$ cat src/rtl/carrier_irq_pkg.sv
package carrier_irq_pkg;

  localparam int LVL_W        = 3;
  localparam int NUM_LVL      = 7;
  localparam int BYTE_W       = 8;
  localparam int RADDR_W      = 2;

  localparam logic [RADDR_W-1:0] RA_CTRL   = 2'd0;
  localparam logic [RADDR_W-1:0] RA_LEVEL  = 2'd1;
  localparam logic [RADDR_W-1:0] RA_ENABLE = 2'd2;
  localparam logic [RADDR_W-1:0] RA_CLEAR  = 2'd3;

  localparam int CTRL_GIE_BIT  = 3;
  localparam int CTRL_WIDE_BIT = 0;

  typedef enum logic [1:0] {
    ACK_IDLE  = 2'd0,
    ACK_SERVE = 2'd1,
    ACK_PASS  = 2'd2
  } ack_state_e;

endpackage

$ cat src/rtl/carrier_irq_sync.sv
module carrier_irq_sync #(
  parameter int          W       = 1,
  parameter logic [W-1:0] RST_VAL = '0
) (
  input  logic         clk,
  input  logic         rst_n,
  input  logic [W-1:0] d,
  output logic [W-1:0] q
);

  logic [W-1:0] s1_q, s2_q;

  always_ff @(posedge clk or negedge rst_n) begin
    if (!rst_n) begin
      s1_q <= RST_VAL;
      s2_q <= RST_VAL;
    end else begin
      s1_q <= d;
      s2_q <= s1_q;
    end
  end

  assign q = s2_q;

endmodule

$ cat src/rtl/carrier_irq_regs.sv
module carrier_irq_regs
  import carrier_irq_pkg::*;
#(
  parameter int N_SRC = 8
) (
  input  logic               clk,
  input  logic               rst_n,
  input  logic               wr_en,
  input  logic [RADDR_W-1:0] wr_addr,
  input  logic [N_SRC-1:0]   wr_data,
  input  logic [RADDR_W-1:0] rd_addr,
  output logic [N_SRC-1:0]   rd_data,
  input  logic [N_SRC-1:0]   pending,
  output logic               gie,
  output logic               wide,
  output logic [LVL_W-1:0]   level,
  output logic [N_SRC-1:0]   enable,
  output logic [N_SRC-1:0]   clear_hit
);

  logic             gie_q, gie_d;
  logic             wide_q, wide_d;
  logic [LVL_W-1:0] level_q, level_d;
  logic [N_SRC-1:0] enable_q, enable_d;
  logic             ctrl_we, level_we, enable_we, clear_we;

  assign ctrl_we   = wr_en && (wr_addr == RA_CTRL);
  assign level_we  = wr_en && (wr_addr == RA_LEVEL);
  assign enable_we = wr_en && (wr_addr == RA_ENABLE);
  assign clear_we  = wr_en && (wr_addr == RA_CLEAR);

  always_comb begin
    gie_d    = gie_q;
    wide_d   = wide_q;
    level_d  = level_q;
    enable_d = enable_q;
    if (ctrl_we) begin
      gie_d  = wr_data[CTRL_GIE_BIT];
      wide_d = wr_data[CTRL_WIDE_BIT];
    end
    if (level_we)  level_d  = wr_data[LVL_W-1:0];
    if (enable_we) enable_d = wr_data;
  end

  always_ff @(posedge clk or negedge rst_n) begin
    if (!rst_n) begin
      gie_q    <= 1'b0;
      wide_q   <= 1'b0;
      level_q  <= '0;
      enable_q <= '0;
    end else begin
      gie_q    <= gie_d;
      wide_q   <= wide_d;
      level_q  <= level_d;
      enable_q <= enable_d;
    end
  end

  assign clear_hit = clear_we ? wr_data : '0;

  always_comb begin
    rd_data = '0;
    unique case (rd_addr)
      RA_CTRL: begin
        rd_data[CTRL_GIE_BIT]  = gie_q;
        rd_data[CTRL_WIDE_BIT] = wide_q;
      end
      RA_LEVEL:  rd_data[LVL_W-1:0] = level_q;
      RA_ENABLE: rd_data = enable_q;
      default:   rd_data = pending;
    endcase
  end

  assign gie    = gie_q;
  assign wide   = wide_q;
  assign level  = level_q;
  assign enable = enable_q;

endmodule

$ cat src/rtl/carrier_irq_pend.sv
module carrier_irq_pend #(
  parameter int N_SRC = 8
) (
  input  logic             clk,
  input  logic             rst_n,
  input  logic [N_SRC-1:0] req,
  input  logic [N_SRC-1:0] enable,
  input  logic [N_SRC-1:0] clear_hit,
  output logic [N_SRC-1:0] pending
);

  logic [N_SRC-1:0] armed_q, armed_d;

  // A cleared source re-arms only once its line is seen released.
  always_comb begin
    armed_d = (armed_q & ~clear_hit) | ~req;
  end

  always_ff @(posedge clk or negedge rst_n) begin
    if (!rst_n) armed_q <= '1;
    else        armed_q <= armed_d;
  end

  assign pending = req & enable & armed_q;

endmodule

$ cat src/rtl/carrier_irq_pick.sv
module carrier_irq_pick #(
  parameter int N_SRC = 8,
  localparam int SRC_W = $clog2(N_SRC)
) (
  input  logic [N_SRC-1:0] pending,
  input  logic [SRC_W-1:0] last,
  output logic             any,
  output logic [SRC_W-1:0] winner
);

  function automatic logic [SRC_W-1:0] wrap_idx(input logic [SRC_W-1:0] base, input int step);
    return SRC_W'((int'(base) + step) % N_SRC);
  endfunction

  always_comb begin
    any    = 1'b0;
    winner = '0;
    for (int k = 1; k <= N_SRC; k++) begin
      if (!any && pending[wrap_idx(last, k)]) begin
        any    = 1'b1;
        winner = wrap_idx(last, k);
      end
    end
  end

endmodule

$ cat src/rtl/carrier_irq_ack.sv
module carrier_irq_ack
  import carrier_irq_pkg::*;
#(
  parameter int N_SRC = 8,
  localparam int SRC_W = $clog2(N_SRC)
) (
  input  logic             clk,
  input  logic             rst_n,
  input  logic             iack_in_n,
  input  logic [LVL_W-1:0] ack_level,
  input  logic [LVL_W-1:0] level,
  input  logic             gie,
  input  logic             any_pend,
  input  logic [SRC_W-1:0] winner,
  output ack_state_e       state,
  output logic [SRC_W-1:0] sel_src,
  output logic [SRC_W-1:0] last_src,
  output logic             iack_out_n
);

  ack_state_e       state_q, state_d;
  logic [SRC_W-1:0] sel_q, sel_d;
  logic [SRC_W-1:0] last_q, last_d;
  logic             pass_q, pass_d;
  logic             claim;

  assign claim = gie && any_pend && (level != '0) && (ack_level == level);

  always_comb begin
    state_d = state_q;
    sel_d   = sel_q;
    last_d  = last_q;
    unique case (state_q)
      ACK_IDLE: begin
        if (!iack_in_n) begin
          if (claim) begin
            state_d = ACK_SERVE;
            sel_d   = winner;
          end else begin
            state_d = ACK_PASS;
          end
        end
      end
      ACK_SERVE: begin
        if (iack_in_n) begin
          state_d = ACK_IDLE;
          last_d  = sel_q;
        end
      end
      default: begin
        if (iack_in_n) state_d = ACK_IDLE;
      end
    endcase
    pass_d = (state_d == ACK_PASS);
  end

  always_ff @(posedge clk or negedge rst_n) begin
    if (!rst_n) begin
      state_q <= ACK_IDLE;
      sel_q   <= '0;
      last_q  <= SRC_W'(N_SRC - 1);
      pass_q  <= 1'b0;
    end else begin
      state_q <= state_d;
      sel_q   <= sel_d;
      last_q  <= last_d;
      pass_q  <= pass_d;
    end
  end

  assign state      = state_q;
  assign sel_src    = sel_q;
  assign last_src   = last_q;
  assign iack_out_n = !pass_q;

endmodule

$ cat src/rtl/carrier_irq_top.sv
module carrier_irq_top
  import carrier_irq_pkg::*;
#(
  parameter int N_MOD = 4,
  parameter int VEC_W = 16,
  localparam int N_SRC = 2 * N_MOD,
  localparam int SRC_W = $clog2(N_SRC),
  localparam int MOD_W = SRC_W - 1
) (
  input  logic               clk,
  input  logic               rst_n,
  input  logic               reg_wr_en,
  input  logic [RADDR_W-1:0] reg_addr,
  input  logic [N_SRC-1:0]   reg_wdata,
  input  logic [RADDR_W-1:0] reg_rd_addr,
  output logic [N_SRC-1:0]   reg_rdata,
  input  logic [N_SRC-1:0]   mod_req_n,
  output logic [N_MOD-1:0]   mod_sel_n,
  output logic               mod_a1,
  input  logic [VEC_W-1:0]   mod_data,
  output logic [NUM_LVL:1]   irq_n,
  input  logic               iack_in_n,
  input  logic [LVL_W-1:0]   ack_level,
  output logic               iack_out_n,
  output logic [VEC_W-1:0]   host_vec,
  output logic               host_vec_vld
);

  logic             rst_sync_n;
  logic [N_SRC-1:0] req_sync;
  logic [N_SRC-1:0] pending, enable, clear_hit;
  logic             gie, wide, any_pend, serving;
  logic [LVL_W-1:0] level;
  logic [SRC_W-1:0] winner, sel_src, last_src;
  ack_state_e       ack_state;
  logic [NUM_LVL:1] irq_q, irq_d;

  carrier_irq_sync #(.W(1), .RST_VAL(1'b0)) u_rst_sync (
    .clk(clk), .rst_n(rst_n), .d(1'b1), .q(rst_sync_n)
  );

  carrier_irq_sync #(.W(N_SRC), .RST_VAL('0)) u_req_sync (
    .clk(clk), .rst_n(rst_sync_n), .d(~mod_req_n), .q(req_sync)
  );

  carrier_irq_regs #(.N_SRC(N_SRC)) u_regs (
    .clk(clk), .rst_n(rst_sync_n),
    .wr_en(reg_wr_en), .wr_addr(reg_addr), .wr_data(reg_wdata),
    .rd_addr(reg_rd_addr), .rd_data(reg_rdata), .pending(pending),
    .gie(gie), .wide(wide), .level(level), .enable(enable), .clear_hit(clear_hit)
  );

  carrier_irq_pend #(.N_SRC(N_SRC)) u_pend (
    .clk(clk), .rst_n(rst_sync_n), .req(req_sync), .enable(enable),
    .clear_hit(clear_hit), .pending(pending)
  );

  carrier_irq_pick #(.N_SRC(N_SRC)) u_pick (
    .pending(pending), .last(last_src), .any(any_pend), .winner(winner)
  );

  carrier_irq_ack #(.N_SRC(N_SRC)) u_ack (
    .clk(clk), .rst_n(rst_sync_n), .iack_in_n(iack_in_n), .ack_level(ack_level),
    .level(level), .gie(gie), .any_pend(any_pend), .winner(winner),
    .state(ack_state), .sel_src(sel_src), .last_src(last_src), .iack_out_n(iack_out_n)
  );

  assign serving = (ack_state == ACK_SERVE);

  // Backplane request per level.
  for (genvar lv = 1; lv <= NUM_LVL; lv++) begin : g_lvl
    assign irq_d[lv] = !(gie && any_pend && (level == LVL_W'(lv)));
  end

  always_ff @(posedge clk or negedge rst_sync_n) begin
    if (!rst_sync_n) irq_q <= '1;
    else             irq_q <= irq_d;
  end

  assign irq_n = irq_q;

  // Per-module select strobe.
  for (genvar m = 0; m < N_MOD; m++) begin : g_sel
    assign mod_sel_n[m] = !(serving && (sel_src[SRC_W-1:1] == MOD_W'(m)));
  end

  assign mod_a1       = serving && sel_src[0];
  assign host_vec_vld = serving;

  always_comb begin
    host_vec = '0;
    if (serving) begin
      if (wide) host_vec = mod_data;
      else      host_vec[BYTE_W-1:0] = mod_data[BYTE_W-1:0];
    end
  end

endmodule

$ cat config.mk
export PLATFORM = sky130hd
export DESIGN_NAME = carrier_irq_top
export DESIGN_NICKNAME = d
export VERILOG_FILES = /design/src/rtl/carrier_irq_pkg.sv /design/src/rtl/carrier_irq_sync.sv /design/src/rtl/carrier_irq_regs.sv /design/src/rtl/carrier_irq_pend.sv /design/src/rtl/carrier_irq_pick.sv /design/src/rtl/carrier_irq_ack.sv /design/src/rtl/carrier_irq_top.sv
export SDC_FILE = /design/constraint.sdc
export NUM_CORES = 1
export LEC_CHECK = 0
export ABC_CLOCK_PERIOD_IN_PS = 2300
export BUFFER_PORTS_ARGS = -buffer_cell sky130_fd_sc_hd__buf_4
export CAP_MARGIN = 20
export CELL_PAD_IN_SITES_DETAIL_PLACEMENT = 1
export CELL_PAD_IN_SITES_GLOBAL_PLACEMENT = 2
export CORE_MARGIN = 2
export CORE_UTILIZATION = 34
export CTS_CLUSTER_SIZE = 30
export DETAILED_ROUTE_END_ITERATION = 7
export PLACE_DENSITY_LB_ADDON = 0.1
export SLEW_MARGIN = 10
export SYNTH_ARGS = -nofsm -noshare
export SYNTH_HDL_FRONTEND = slang
export SYNTH_HIERARCHICAL = 1
export SYNTH_SLANG_ARGS = --single-unit
$ cat constraint.sdc
create_clock -name clk -period 2.3 [get_ports clk]
set_input_delay 0.345 -clock clk [delete_from_list [all_inputs] [get_ports clk]]
set_output_delay 0.345 -clock clk [all_outputs]
set_load 0.005 [all_outputs]
==> flow_summary.yaml <==
placement:
  placed_area_um2: 4310
  dp.cells: 518
  dp_hpwl_um: 6760
  io_buffers: 80
  pre_cts_ws_ps: -796
  gp_congestion: 0.837
timing:
  slew_viol_final: 0
  max_freq_mhz: 324
  period_minus_slack_ps: 3080
  rsz0062_at_grt: "yes"
  setup_tns_ps: -9000
  hold_viol_final: 0
  finClkSkew_ps: 12.6
  finalCritPeriodShare: 1.34
  setup_viol: 13
  setup_ws_ps: -783
detailed_routing:
  postRouteAntennaNets: 0
  wl_per_cell_um: 16.2
  num_vias: 2685
  vias_per_cell: 5.06
  totalWireLength_um: 8620
  drt-pass1-iter-count: 4
  drtIter0Drc: 75
  drc: 0
global_route:
  grt_pass1_wl_um: 14200
  gr-total-overflow: 0
  met3_usage: 0.0270
  grt.busiest_layer: "met2"
  grt_pass1_vias: 2788
  use_met2: 0.295
  met1_usage: 0.240
  antenna_found_initial: 0
  grt_max_degree: 54
  grt_use_total: 0.175
critical_path:
  critPathMaxFanout: 8
  crit_slowest_cell: "dfstp_2"
  cp-start-kind: "flip-flop"
  crit_chain: "inv_8 > ha_4 > mux4_2 > mux2_4 > or4_4 > nor3_4 > nand2_2 > nand4b_1 > or3_4 > mux2_4"
  worst_setup_path_end_kind: "flip-flop"
  worstPathRequired_ps: 2510
  arrival_ps: 3290
  cpPeakStageDelay_ps: 680
  path_common_cell: "mux2_4"
  criticalPathCategory: "flip-flop to flip-flop"
flow_run:
  timing.max_cap.violations: 0
clock_tree:
  tritoncts: "done"
  clockRootBuffer: "clkbuf_8"
  cts.sinks: 55
  htreeDepth: 2
  path_clk_slew_ps: 110
  cts_buffers: 5
  clkLatencyLatePin_ps: 320
  clockBufferDepth: 2
synth:
  synth_edf_count: 0
  synth_top_cell_area_share: 0.290
  yosysWarnings: 6
  yosysSeqAreaShare: 0.438
  synthArstFlopShare: 1.00
  yosysMostFrequentCell: "dfrtp_1"
  ys_types: 60
  avgSynthCellArea_um2: 11.3
  yosys.area.top_type: "dfrtp_1"
  ys_seq_elements: 55
  synth.area.top_cells: "dfrtp_1, dfstp_2, mux2_2, mux4_1, and2_1"
  netlist_area_um2: 3190
  syn_inst: 283
  synth_nets: 328
  synth_common_cells: "dfrtp_1, inv_1"
  ys.flop_type: "dfrtp_1"
outcome:
  status: "finished with violations"
  violations: "setup timing"
pwr:
  power_mw: 2.88
  cellLeakagePower_nw: 2.18
  vdd_ir_drop_max_uv: 339
  powerDensity_nw_per_um2: 645
floorplan:
  io_pins: 81
  dieArea_um2: 10200
  std_cell_rows: 35
  die_width_um: 101
  start_util: 0.347
  die_h_um: 101
  core_um2: 9200
finish:
  final_cell_area_um2: 4460
  layout-drive-gt1-share: 0.521
  layout.cells.non_filler: 531
  nNetsFinal: 464
  area_growth_pct: 39.7
  antenna_cells: 0
  num-fill-cells: 1038
hold_path:
  hp-class: "primary input to flip-flop"
flip-flops by register name, summed over array words and instances, names as in the netlist:
register and cells:
u_rst_sync/s1_q 1, u_regs/level 3, u_ack/sel_src 3, u_regs/wide 1, u_rst_sync/q 1, u_ack/last_src 3, u_regs/enable 8, u_regs/gie 1
u_pend/armed_q 8, u_req_sync/s1_q 8, u_ack/state 2, u_ack/pass_q 1, u_req_sync/q 8, irq_n 7
logic make-up after synthesis:
group	count (synthesis)	share of synthesized area
buffers and inverters	31	0.0482
and+or+nand+nor	97	0.185
other	1	0.00117
muxes	49	0.210
AOI/OAI and AO/OA	43	0.0964
xor gates and xnor gates	5	0.0137
DFF	55	0.438
adders and majority gates	2	0.00784
per-stage QoR:
stage	utilization	hold WS (ps)
floorplan	-	49.4
finish	0.485	149
global placement	0.468	128
CTS	0.482	142
global route	0.485	132
detailed placement	0.468	129
power by group:
part / leakage [nW] / switching [mW] / internal [mW]
logic: 1.51 / 0.483 / 0.633
clock network: 0.0463 / 0.346 / 0.224
registers: 0.629 / 0.104 / 1.09
total: 2.18 / 0.933 / 1.94
worst paths after layout:
path                       slack [ps]                     startpoint                            to  cells after the start
setup / recovery                 -780  u_ack/last_src[1]$_DFFE_PN1P_  u_ack/sel_src[0]$_DFFE_PN0P_                     10
hold / removal                    150                   mod_req_n[0]  u_req_sync/s1_q[0]$_DFF_PN0_                      2
setup reg to reg                 -780  u_ack/last_src[1]$_DFFE_PN1P_  u_ack/sel_src[0]$_DFFE_PN0P_                     10
hold reg to reg                   260         u_rst_sync/q$_DFF_PN0_   u_regs/level[2]$_DFFE_PN0P_                      1
max in group asynchronous        1730         u_rst_sync/q$_DFF_PN0_   u_pend/armed_q[5]$_DFF_PN1_                      1
min in group asynchronous         260         u_rst_sync/q$_DFF_PN0_   u_regs/level[2]$_DFFE_PN0P_                      1
worst max-delay path: cells and delay by family, from the launching register on:
| family | cells | cell delay, ps |
|---|---|---|
| flops | 1 | 680 |
| fa+ha+maj | 1 | 290 |
| simple gates | 5 | 1070 |
| buf+inv | 1 | 50 |
| mux | 3 | 900 |
cell type report:
| class | instances | area (um^2) | share of cell area |
|---|---|---|---|
| Clock inverter | 3 | 27.5 | 0.00617 |
| Sequential cell | 55 | 1400 | 0.314 |
| Timing Repair Buffer | 140 | 1070 | 0.240 |
| Clock buffer | 5 | 68.8 | 0.0154 |
| Multi-Input combinational cell | 197 | 1670 | 0.375 |
| Inverter | 20 | 82.6 | 0.0185 |
| Tap cell | 111 | 139 | 0.0311 |
metal layers:
metal  up-vias  wire (um)
met2        67       4270
met5         -          0
met1      1325       3900
met4         0         75
li1       1286          -
met3         7        374
repair_timing:
action / 4_1_cts / 5_1_grt
hold endpoints to repair: 2 / 0
setup endpoints to repair: 13 / 13
hold buffers: 1 / 0
gates resized for setup: 4 / 2
pin swaps: 1 / 0
buffers inserted: 1 / 3
gates cloned: 0 / 0
cells in the final DEF (no fill, tap or decap), types with 2 or more instances in the layout:
master and n:
and3_1 17, mux2_2 17, nand2b_1 2, mux4_2 5, nor2b_1 10, nand3b_1 3, clkbuf_8 5, mux2_4 7
xnor2_1 2, a211o_1 2, mux2_1 6, a22oi_1 2, inv_1 18, a31oi_1 3, a22o_1 2, inv_8 2
nand2_2 2, mux2i_1 11, mux4_1 3, nor2_1 9, buf_4 137, nor3_1 4, o211ai_1 2, and2_1 18
dfstp_2 18, a21oi_1 10, nand3_1 5, xor2_1 3, nand2_1 11, dfrtp_1 36, o21ai_2 8, o21ai_0 2
o21ai_1 2
(Power assumes the default switching activity.)
